<file path="src/rtl/qpt_pkg.sv">
package qpt_pkg;
  // Control-to-datapath step request, valid for one clock.
  typedef struct packed {
    logic adv;  // move template forward by one extra clock
    logic ret;  // hold template for one clock
  } step_strobe_t;
endpackage

</file>
<file path="src/rtl/qpt_tpl_gen.sv">
module qpt_tpl_gen
  import qpt_pkg::*;
#(
  parameter int PER_W = 8
) (
  input  logic             clk,
  input  logic             rst_n,
  input  logic [PER_W-1:0] periodCfg,
  input  step_strobe_t     strobe,
  output logic [PER_W-1:0] phase,
  output logic             refI,
  output logic             refQ
);
  localparam int EXT_W = PER_W + 1;

  logic [PER_W-1:0] halfP;
  logic [PER_W-1:0] quarterP;
  logic [1:0]       incr;
  logic [EXT_W-1:0] nxt;
  logic [EXT_W-1:0] wrapped;

  assign halfP    = periodCfg >> 1;
  assign quarterP = periodCfg >> 2;

  // A step changes the per-clock increment: 0 holds, 2 advances.
  always_comb begin
    if (strobe.adv)      incr = 2'd2;
    else if (strobe.ret) incr = 2'd0;
    else                 incr = 2'd1;
  end

  assign nxt     = {1'b0, phase} + {{(PER_W-1){1'b0}}, incr};
  assign wrapped = nxt - {1'b0, periodCfg};

  always_ff @(posedge clk or negedge rst_n) begin
    if (!rst_n) begin
      phase <= '0;
    end else if (phase >= periodCfg) begin
      phase <= '0;
    end else if (nxt >= {1'b0, periodCfg}) begin
      phase <= wrapped[PER_W-1:0];
    end else begin
      phase <= nxt[PER_W-1:0];
    end
  end

  assign refI = (phase < halfP);
  assign refQ = (phase >= quarterP) &&
                ({1'b0, phase} < ({1'b0, quarterP} + {1'b0, halfP}));
endmodule

</file>
<file path="src/rtl/qpt_corr_lane.sv">
module qpt_corr_lane #(
  parameter int WIN_W = 10
) (
  input  logic             clk,
  input  logic             rst_n,
  input  logic             sampleBit,
  input  logic             refBit,
  input  logic             winLast,
  output logic [WIN_W-1:0] sum
);
  logic             agree;
  logic [WIN_W-1:0] acc;
  logic [WIN_W-1:0] accNext;

  assign agree   = ~(sampleBit ^ refBit);
  assign accNext = acc + {{(WIN_W-1){1'b0}}, agree};

  always_ff @(posedge clk or negedge rst_n) begin
    if (!rst_n) begin
      acc <= '0;
      sum <= '0;
    end else if (winLast) begin
      sum <= accNext;
      acc <= '0;
    end else begin
      acc <= accNext;
    end
  end
endmodule

</file>
<file path="src/rtl/qpt_datapath.sv">
module qpt_datapath
  import qpt_pkg::*;
#(
  parameter int PER_W = 8,
  parameter int WIN_W = 10
) (
  input  logic             clk,
  input  logic             rst_n,
  input  logic             sampleBit,
  input  logic [PER_W-1:0] periodCfg,
  input  logic [WIN_W-1:0] winLen,
  input  step_strobe_t     strobe,
  output logic [PER_W-1:0] phase,
  output logic [WIN_W-1:0] iSum,
  output logic [WIN_W-1:0] qSum,
  output logic             winDone
);
  localparam int LANES = 2;  // lane 0 in-phase, lane 1 quadrature

  logic             refBits [LANES];
  logic [WIN_W-1:0] laneSum [LANES];
  logic [WIN_W-1:0] winCnt;
  logic             winLast;

  qpt_tpl_gen #(.PER_W(PER_W)) tpl_i (
    .clk       (clk),
    .rst_n     (rst_n),
    .periodCfg (periodCfg),
    .strobe    (strobe),
    .phase     (phase),
    .refI      (refBits[0]),
    .refQ      (refBits[1])
  );

  assign winLast = (({1'b0, winCnt} + {{WIN_W{1'b0}}, 1'b1}) >= {1'b0, winLen});

  always_ff @(posedge clk or negedge rst_n) begin
    if (!rst_n) begin
      winCnt  <= '0;
      winDone <= 1'b0;
    end else if (winLast) begin
      winCnt  <= '0;
      winDone <= 1'b1;
    end else begin
      winCnt  <= winCnt + 1'b1;
      winDone <= 1'b0;
    end
  end

  for (genvar g = 0; g < LANES; g++) begin : g_lane
    qpt_corr_lane #(.WIN_W(WIN_W)) lane_i (
      .clk       (clk),
      .rst_n     (rst_n),
      .sampleBit (sampleBit),
      .refBit    (refBits[g]),
      .winLast   (winLast),
      .sum       (laneSum[g])
    );
  end

  assign iSum = laneSum[0];
  assign qSum = laneSum[1];
endmodule

</file>
<file path="src/rtl/qpt_step_ctrl.sv">
module qpt_step_ctrl
  import qpt_pkg::*;
#(
  parameter int WIN_W  = 10,
  parameter int LOCK_W = 4
) (
  input  logic              clk,
  input  logic              rst_n,
  input  logic              winDone,
  input  logic [WIN_W-1:0]  qSum,
  input  logic [WIN_W-1:0]  winLen,
  input  logic [WIN_W-1:0]  deadband,
  input  logic [LOCK_W-1:0] lockWins,
  output step_strobe_t      strobe,
  output logic              locked
);
  logic [WIN_W-1:0]  midPt;
  logic [WIN_W:0]    upperEdge;
  logic [WIN_W:0]    qPlusBand;
  logic              wantRet;
  logic              wantAdv;
  logic [LOCK_W-1:0] cleanCnt;
  logic [LOCK_W:0]   cleanNext;

  assign midPt     = winLen >> 1;
  assign upperEdge = {1'b0, midPt} + {1'b0, deadband};
  assign qPlusBand = {1'b0, qSum} + {1'b0, deadband};
  assign wantRet   = ({1'b0, qSum} > upperEdge);
  assign wantAdv   = (qPlusBand < {1'b0, midPt});
  assign cleanNext = {1'b0, cleanCnt} + {{LOCK_W{1'b0}}, 1'b1};

  always_ff @(posedge clk or negedge rst_n) begin
    if (!rst_n) begin
      strobe   <= '0;
      locked   <= 1'b0;
      cleanCnt <= '0;
    end else begin
      strobe.adv <= winDone && wantAdv;
      strobe.ret <= winDone && wantRet;
      if (winDone) begin
        if (wantAdv || wantRet) begin
          cleanCnt <= '0;
          locked   <= 1'b0;
        end else begin
          if (cleanCnt < lockWins) cleanCnt <= cleanNext[LOCK_W-1:0];
          locked <= (cleanNext >= {1'b0, lockWins});
        end
      end
    end
  end
endmodule

</file>
<file path="src/rtl/quad_phase_tracker.sv">
module quad_phase_tracker
  import qpt_pkg::*;
#(
  parameter int PER_W  = 8,
  parameter int WIN_W  = 10,
  parameter int LOCK_W = 4
) (
  input  logic              clk,
  input  logic              rst_n,
  input  logic              sampleBit,
  input  logic [PER_W-1:0]  periodCfg,
  input  logic [WIN_W-1:0]  winLen,
  input  logic [WIN_W-1:0]  deadband,
  input  logic [LOCK_W-1:0] lockWins,
  output logic [PER_W-1:0]  phase,
  output logic [WIN_W-1:0]  iSum,
  output logic [WIN_W-1:0]  qSum,
  output logic              locked
);
  step_strobe_t ctlStr;
  logic         winDone;

  qpt_datapath #(.PER_W(PER_W), .WIN_W(WIN_W)) dp_i (
    .clk       (clk),
    .rst_n     (rst_n),
    .sampleBit (sampleBit),
    .periodCfg (periodCfg),
    .winLen    (winLen),
    .strobe    (ctlStr),
    .phase     (phase),
    .iSum      (iSum),
    .qSum      (qSum),
    .winDone   (winDone)
  );

  qpt_step_ctrl #(.WIN_W(WIN_W), .LOCK_W(LOCK_W)) ctl_i (
    .clk      (clk),
    .rst_n    (rst_n),
    .winDone  (winDone),
    .qSum     (qSum),
    .winLen   (winLen),
    .deadband (deadband),
    .lockWins (lockWins),
    .strobe   (ctlStr),
    .locked   (locked)
  );
endmodule

</file>
<file path="config.mk">
export PLATFORM = sky130hd
export DESIGN_NAME = quad_phase_tracker
export DESIGN_NICKNAME = d
export VERILOG_FILES = /design/src/rtl/qpt_pkg.sv /design/src/rtl/qpt_tpl_gen.sv /design/src/rtl/qpt_corr_lane.sv /design/src/rtl/qpt_datapath.sv /design/src/rtl/qpt_step_ctrl.sv /design/src/rtl/quad_phase_tracker.sv
export SDC_FILE = /design/constraint.sdc
export NUM_CORES = 1
export LEC_CHECK = 0
export ABC_CLOCK_PERIOD_IN_PS = 4200
export BUFFER_PORTS_ARGS = -buffer_cell sky130_fd_sc_hd__buf_2
export CAP_MARGIN = 20
export CELL_PAD_IN_SITES_DETAIL_PLACEMENT = 1
export CELL_PAD_IN_SITES_GLOBAL_PLACEMENT = 2
export CORE_MARGIN = 4
export CORE_UTILIZATION = 38
export CTS_CLUSTER_DIAMETER = 150
export DETAILED_ROUTE_END_ITERATION = 6
export GPL_ROUTABILITY_DRIVEN = 1
export GPL_TIMING_DRIVEN = 0
export PLACE_DENSITY_LB_ADDON = 0.1
export SETUP_SLACK_MARGIN = 0.5
export SYNTH_ARGS = -nofsm -noshare
export SYNTH_HDL_FRONTEND = slang
export SYNTH_HIERARCHICAL = 1
export SYNTH_SLANG_ARGS = --single-unit
</file>
<file path="constraint.sdc">
create_clock -name clk -period 4.2 [get_ports clk]
set_clock_uncertainty 0.05 [all_clocks]
set_input_delay 0.63 -clock clk [delete_from_list [all_inputs] [get_ports clk]]
set_output_delay 0.63 -clock clk [all_outputs]
set_load 0.01 [all_outputs]
</file>
# Yosys cells after proc, flatten, opt, wreduce, memory -nomap -nowiden
# Index checks and enable logic that the tools add are counted.
[totals]
input_bits = 35
regBits = 66
word_cells = 52
[op_classes]
n_mux = 11
n_reduce_logical = 6
n_bitwise = 4
magnitude_cmp = 10
add_sub_neg = 10
[op_table]
columns = ["cell", "count"]
rows = [
  ["10-bit 2-to-1 mux", 3],
  ["10-bit by 1-bit adder with 10-bit output", 2],
  ["8-bit 2-to-1 mux", 2],
  ["10-bit by 1-bit adder with 11-bit output, second input constant", 1],
  ["10-bit by 10-bit adder with 11-bit output", 1],
  ["9-bit by 10-bit adder with 11-bit output", 1],
  ["11-bit by 10-bit greater-or-equal comparator with 1-bit output", 1],
  ["10-bit by 11-bit greater-than comparator with 1-bit output", 1],
  ["11-bit by 9-bit < comparator with 1-bit output", 1],
  ["10-bit by 1-bit adder with 10-bit output, second input constant", 1],
  ["8-bit by 2-bit adder with 9-bit output", 1],
  ["9-bit by 8-bit greater-or-equal comparator with 1-bit output", 1],
  ["6-bit by 7-bit adder with 8-bit output", 1],
  ["8-bit by 6-bit greater-or-equal comparator with 1-bit output", 1],
  ["8-bit greater-or-equal comparator", 1],
  ["8-bit by 7-bit < comparator with 1-bit output", 1],
  ["8-bit < comparator", 1],
  ["4-bit 2-to-1 mux", 2],
  ["8-bit subtractor", 1],
  ["4-bit by 1-bit adder with 5-bit output, second input constant", 1],
  ["5-bit by 4-bit greater-or-equal comparator with 1-bit output", 1],
  ["4-bit < comparator", 1],
  ["1-bit logical AND", 3],
  ["1-bit 2-to-1 mux", 3],
  ["other kinds (6)", 8],
]

# Depth between registers and ports, before layout
[logic_depth]
ltp_word = 7
depth_mapped = 19
mapped_depth_nobuf = 19

# Modules after synthesis
# The synthesis kept the hierarchy.
[by_module_without_submodules]
columns = ["module", "area_per_inst_um2", "cells_each", "n_inst"]
rows = [
  ["qpt_step_ctrl", 1724.2, 202, 1],
  ["qpt_corr_lane", 833.3, 76, 2],
  ["qpt_tpl_gen", 1652.8, 189, 1],
  ["qpt_datapath", 768.2, 80, 1],
]

# Worst setup path after synthesis
# OpenSTA, ideal clock, no wires.
[synth_path]
kind = "input to register"
start = "input periodCfg[1]"
end = "register dp_i.g_lane[1].lane_i.sum[6]"
t_required_ps = 4068
setup_slack_ps = 226
arrival_ps = 3842
setup_ps = 82
cell_stages = 19
cell_sequence = "ha_1 inv_1 fa_1 nor2b_1 o21ai_0 nand2b_1 a21oi_1 o21bai_1 xnor2_1 ha_1 o211ai_1 a211oi_1 a2111oi_0 xnor2_1 ha_1 ha_1 nand2_1 or3_1 a31oi_1"
[synth_lines]
columns = ["item", "line", "source"]
rows = [
  ["start: declaration", "quad_phase_tracker.sv:11", "input logic [PER_W-1:0] periodCfg,"],
  ["end signal: assignment", "qpt_corr_lane.sv:23", "sum <= accNext;"],
  ["end: declaration", "qpt_corr_lane.sv:9", "output logic [WIN_W-1:0] sum"],
]

==> reports/results.txt <==
status: finished clean
wire per inst: 16.78 microns
LEAKAGE: 3.387 nW
max_cap viols: 0
cts hold-fix bufs: 0
crit path kind: input port to flop
clock slew seen by the registers of the worst setup and hold paths: 0.06 ns
CP peak stage delay: 0.35 ns
Total Die Area: 0.01734 sq mm
clk_lat worst skew: 0.34 ns
# DRC: 0
Worst-Margin Slew: 0.8694 ns
pwr dens: 644.0 mW/mm^2
H-tree depth: 3
Cell Area, Synth: 0.005812 sq mm
complex-gate fraction of the synthesized area: 17.61%
switching fraction of total power: 44.42%
Sw Pwr: 2.031 mW
port bufs: 63
Syn Nets: 769
Hold Fails Final Rpt: 0
Post-synth EDFFs: 0
Slowest cell on crit path: or3_4
Synth Area in Adders: 24.54%
routability cong.: 0.8351
Flop pwr share: 26.3%
Final Setup Violations: 0
CTS tree: built
Min Hold Slack: 0.3454 ns
Final #Nets: 860
most common cell after layout, fill and taps aside: ha_1
xor/xnor share of the synthesized area: 6.760%
drt first pass iters: 4
crit end category: flop
worst reg-to-reg setup slack: 0.70 ns
Crit Reg-Reg Endpoint: ctl_i/locked$_DFFE_PN0P_
Vias: 4843
Starting Density: 39.39%
post-synthesis cell count: 623
antenna-violating nets left: 0
Comb pwr share: 57.9%
syn_area_per_cell: 9.329 sq um
Synth cell types: 65
commonest non-fill, non-tap cells in the layout: 98 x ha_1, 65 x dfrtp_1, 57 x buf_2
CP Max Fanout: 4
worst min path class: input port to async pin
Slew HR: 42.04%
total gr overflow: 0
crit path cell chain: buf_12 > ha_4 > inv_2 > fa_2 > nor2b_1 > o21ai_1 > nand2b_1 > buf_4 > buf_4 > buf_4 > buf_4 > xnor2_1 > ha_1 > nor2_1 > a211oi_2 > a2111oi_4 > xnor2_1 > ha_2 > ha_4 > nand3_2 > or3_4 > a31oi_1
Die Span X: 131.7 microns
initial antenna violation count: 0
Antenna diodes: 0
overall power: 4.572 mW
global-route wire length before repair: 25580 microns
Worst EP required: 4.41 ns
Max VDD drop: 0.3502 mV
Die Y: 131.7 microns
Final Cycle Share: 90.21%
Longest Clk Path Bufs: 2
P_int: 2.541 mW
Simple-Gate Fraction of Synth Area: 17.42%
YS warnings: 6
Max Slew Vio Count: 0
IO Pins: 64
routed wire length: 15160 microns
post-synthesis sequential area ratio: 28.42%
CTS root buffer: clkbuf_16
DR iter-0 viols: 190
Tmin final: 3.789 ns
Worst Setup Start Kind: input port
Tot GR Track Use: 17.76%
Final HPWL DP: 11820 microns
clk sinks: 66
vias in the first global route: 5158
Yosys reg bits: 66
Max Clk Rate: 0.2639 GHz
worst r2r src: dp_i/g_lane[1].lane_i/sum[0]$_DFFE_PN0P_
main combinational cell family by area after synthesis: adder cells
mux cell area share after synthesis: 1.830%
layout cells sized above 1: 25.03%
Area Growth Syn to Fin: 22.15%
Clock Power Share: 15.8%
CP bufs+invs: 6
Core Box Area: 0.01475 sq mm
most used cell, CP: buf_4
num rows: 44
ys async rst share: 100.0%
Final Util: 48.12%
crit-path leading delay family: adder cells
setup TNS: 0 ns
crit path DAT: 4.00 ns
Reg2Reg Depth: 15
Post-synth top flop: dfrtp_1
RSZ-0062 raised after global routing: true
cts bufs inserted: 9
DR vias/cell: 5.363
largest net degree at the start of global routing: 67
-- kinds of logic after synthesis --
| family | count (synthesis) |
|---|---|
| compound gates | 154 |
| flops | 66 |
| fa+ha+maj | 111 |
| mux | 10 |
| buf+inv | 51 |
| simple gates | 187 |
| xor+xnor | 44 |
-- final cells by class --
type,count,area [sq um]
buffer,7,38.79
clock buffer,11,252.7
sequential,66,1653
multi-input combinational,506,4234
tap,184,230.2
fill,1716,7655
inverter,44,167.7
clock inverter,5,37.54
timing repair buffer,80,485.5
-- state kept, by name, summed over array words and instances, names as in the netlist --
name and flops:
ctl_i/cleanCnt 4, dp_i/winDone 1, dp_i/g_lane.lane_i/acc 20, ctl_i/locked 1
ctl_i/strobe 2, dp_i/winCnt 10, dp_i/tpl_i/phase 8, dp_i/g_lane.lane_i/sum 20
-- through the flow --
stage | cells | instance area (sq um) | setup slack [ns]
final | 903 | 7099 | 0.4111
after floorplan | 623 | 5857 | 0.4591
after global placement | 870 | 6402 | -0.1383
after detailed placement | 870 | 6405 | -0.1929
after CTS | 894 | 6849 | 0.3848
after global routing | 903 | 7099 | 0.2021
-- power groups by stage --
stage / registers, mW / logic [mW] / clock network, mW
2_1_floorplan: 1.17 / 1.76 / 0
3_3_place_gp: 1.19 / 2.37 / 0
3_5_place_dp: 1.21 / 2.46 / 0
4_1_cts: 1.20 / 2.55 / 0.742
5_1_grt: 1.25 / 3.01 / 0.780
6_report: 1.20 / 2.65 / 0.722
-- worst reg2reg max path, stage by stage (launching register included) --
cell	delay (ns)
dfrtp_2	0.44
ha_2	0.21
fa_1	0.42
a21oi_2	0.21
o21ai_2	0.11
a21oi_2	0.14
xnor2_1	0.14
ha_1	0.28
a211oi_1	0.22
a21oi_1	0.10
nor3_1	0.15
o211ai_1	0.15
a221oi_4	0.36
buf_4	0.19
nor2_1	0.04
a22o_1	0.18
-- Yosys cell counts, drive strengths merged, types with 16 or more instances --
library cell	count	area, sq um
ha	106	1326
nor2	59	226.5
inv	44	165.2
dfrtp	66	1652
nand3	26	135.1
nand2	21	81.33
xor2	20	182.7
o21ai	30	150.1
a21oi	51	266.5
xnor2	24	210.2
nor2b	16	100.1
-- worst max-delay path by stage --
| stage | start | end | cells after the start |
|---|---|---|---|
| 2_1_floorplan | periodCfg[1] | dp_i/g_lane[1].lane_i/sum[6]$_DFFE_PN0P_ | 19 |
| 3_5_place_dp | periodCfg[1] | dp_i/g_lane[1].lane_i/sum[8]$_DFFE_PN0P_ | 20 |
| 3_3_place_gp | periodCfg[1] | dp_i/g_lane[1].lane_i/sum[6]$_DFFE_PN0P_ | 20 |
| 6_report | periodCfg[1] | dp_i/g_lane[1].lane_i/sum[8]$_DFFE_PN0P_ | 22 |
| 4_1_cts | periodCfg[1] | dp_i/g_lane[1].lane_i/sum[6]$_DFFE_PN0P_ | 20 |
| 5_1_grt | periodCfg[1] | dp_i/g_lane[1].lane_i/sum[8]$_DFFE_PN0P_ | 20 |
-- routing by layer --
metal	routed length (microns)	up-vias	GRT usage [%]
met5	0	-	0
met4	107	0	3.267
met3	334	9	3.631
met2	7687	34	31.66
met1	7026	2363	22.44
li1	-	2437	-
-- repair_timing --
item	in CTS	in global routing
hold endpoints to repair	0	0
gates resized for setup	23	53
pin swaps	13	19
endpoints found under the setup margin	21	39
setup buffers	8	9
(Power assumes the default switching activity.)
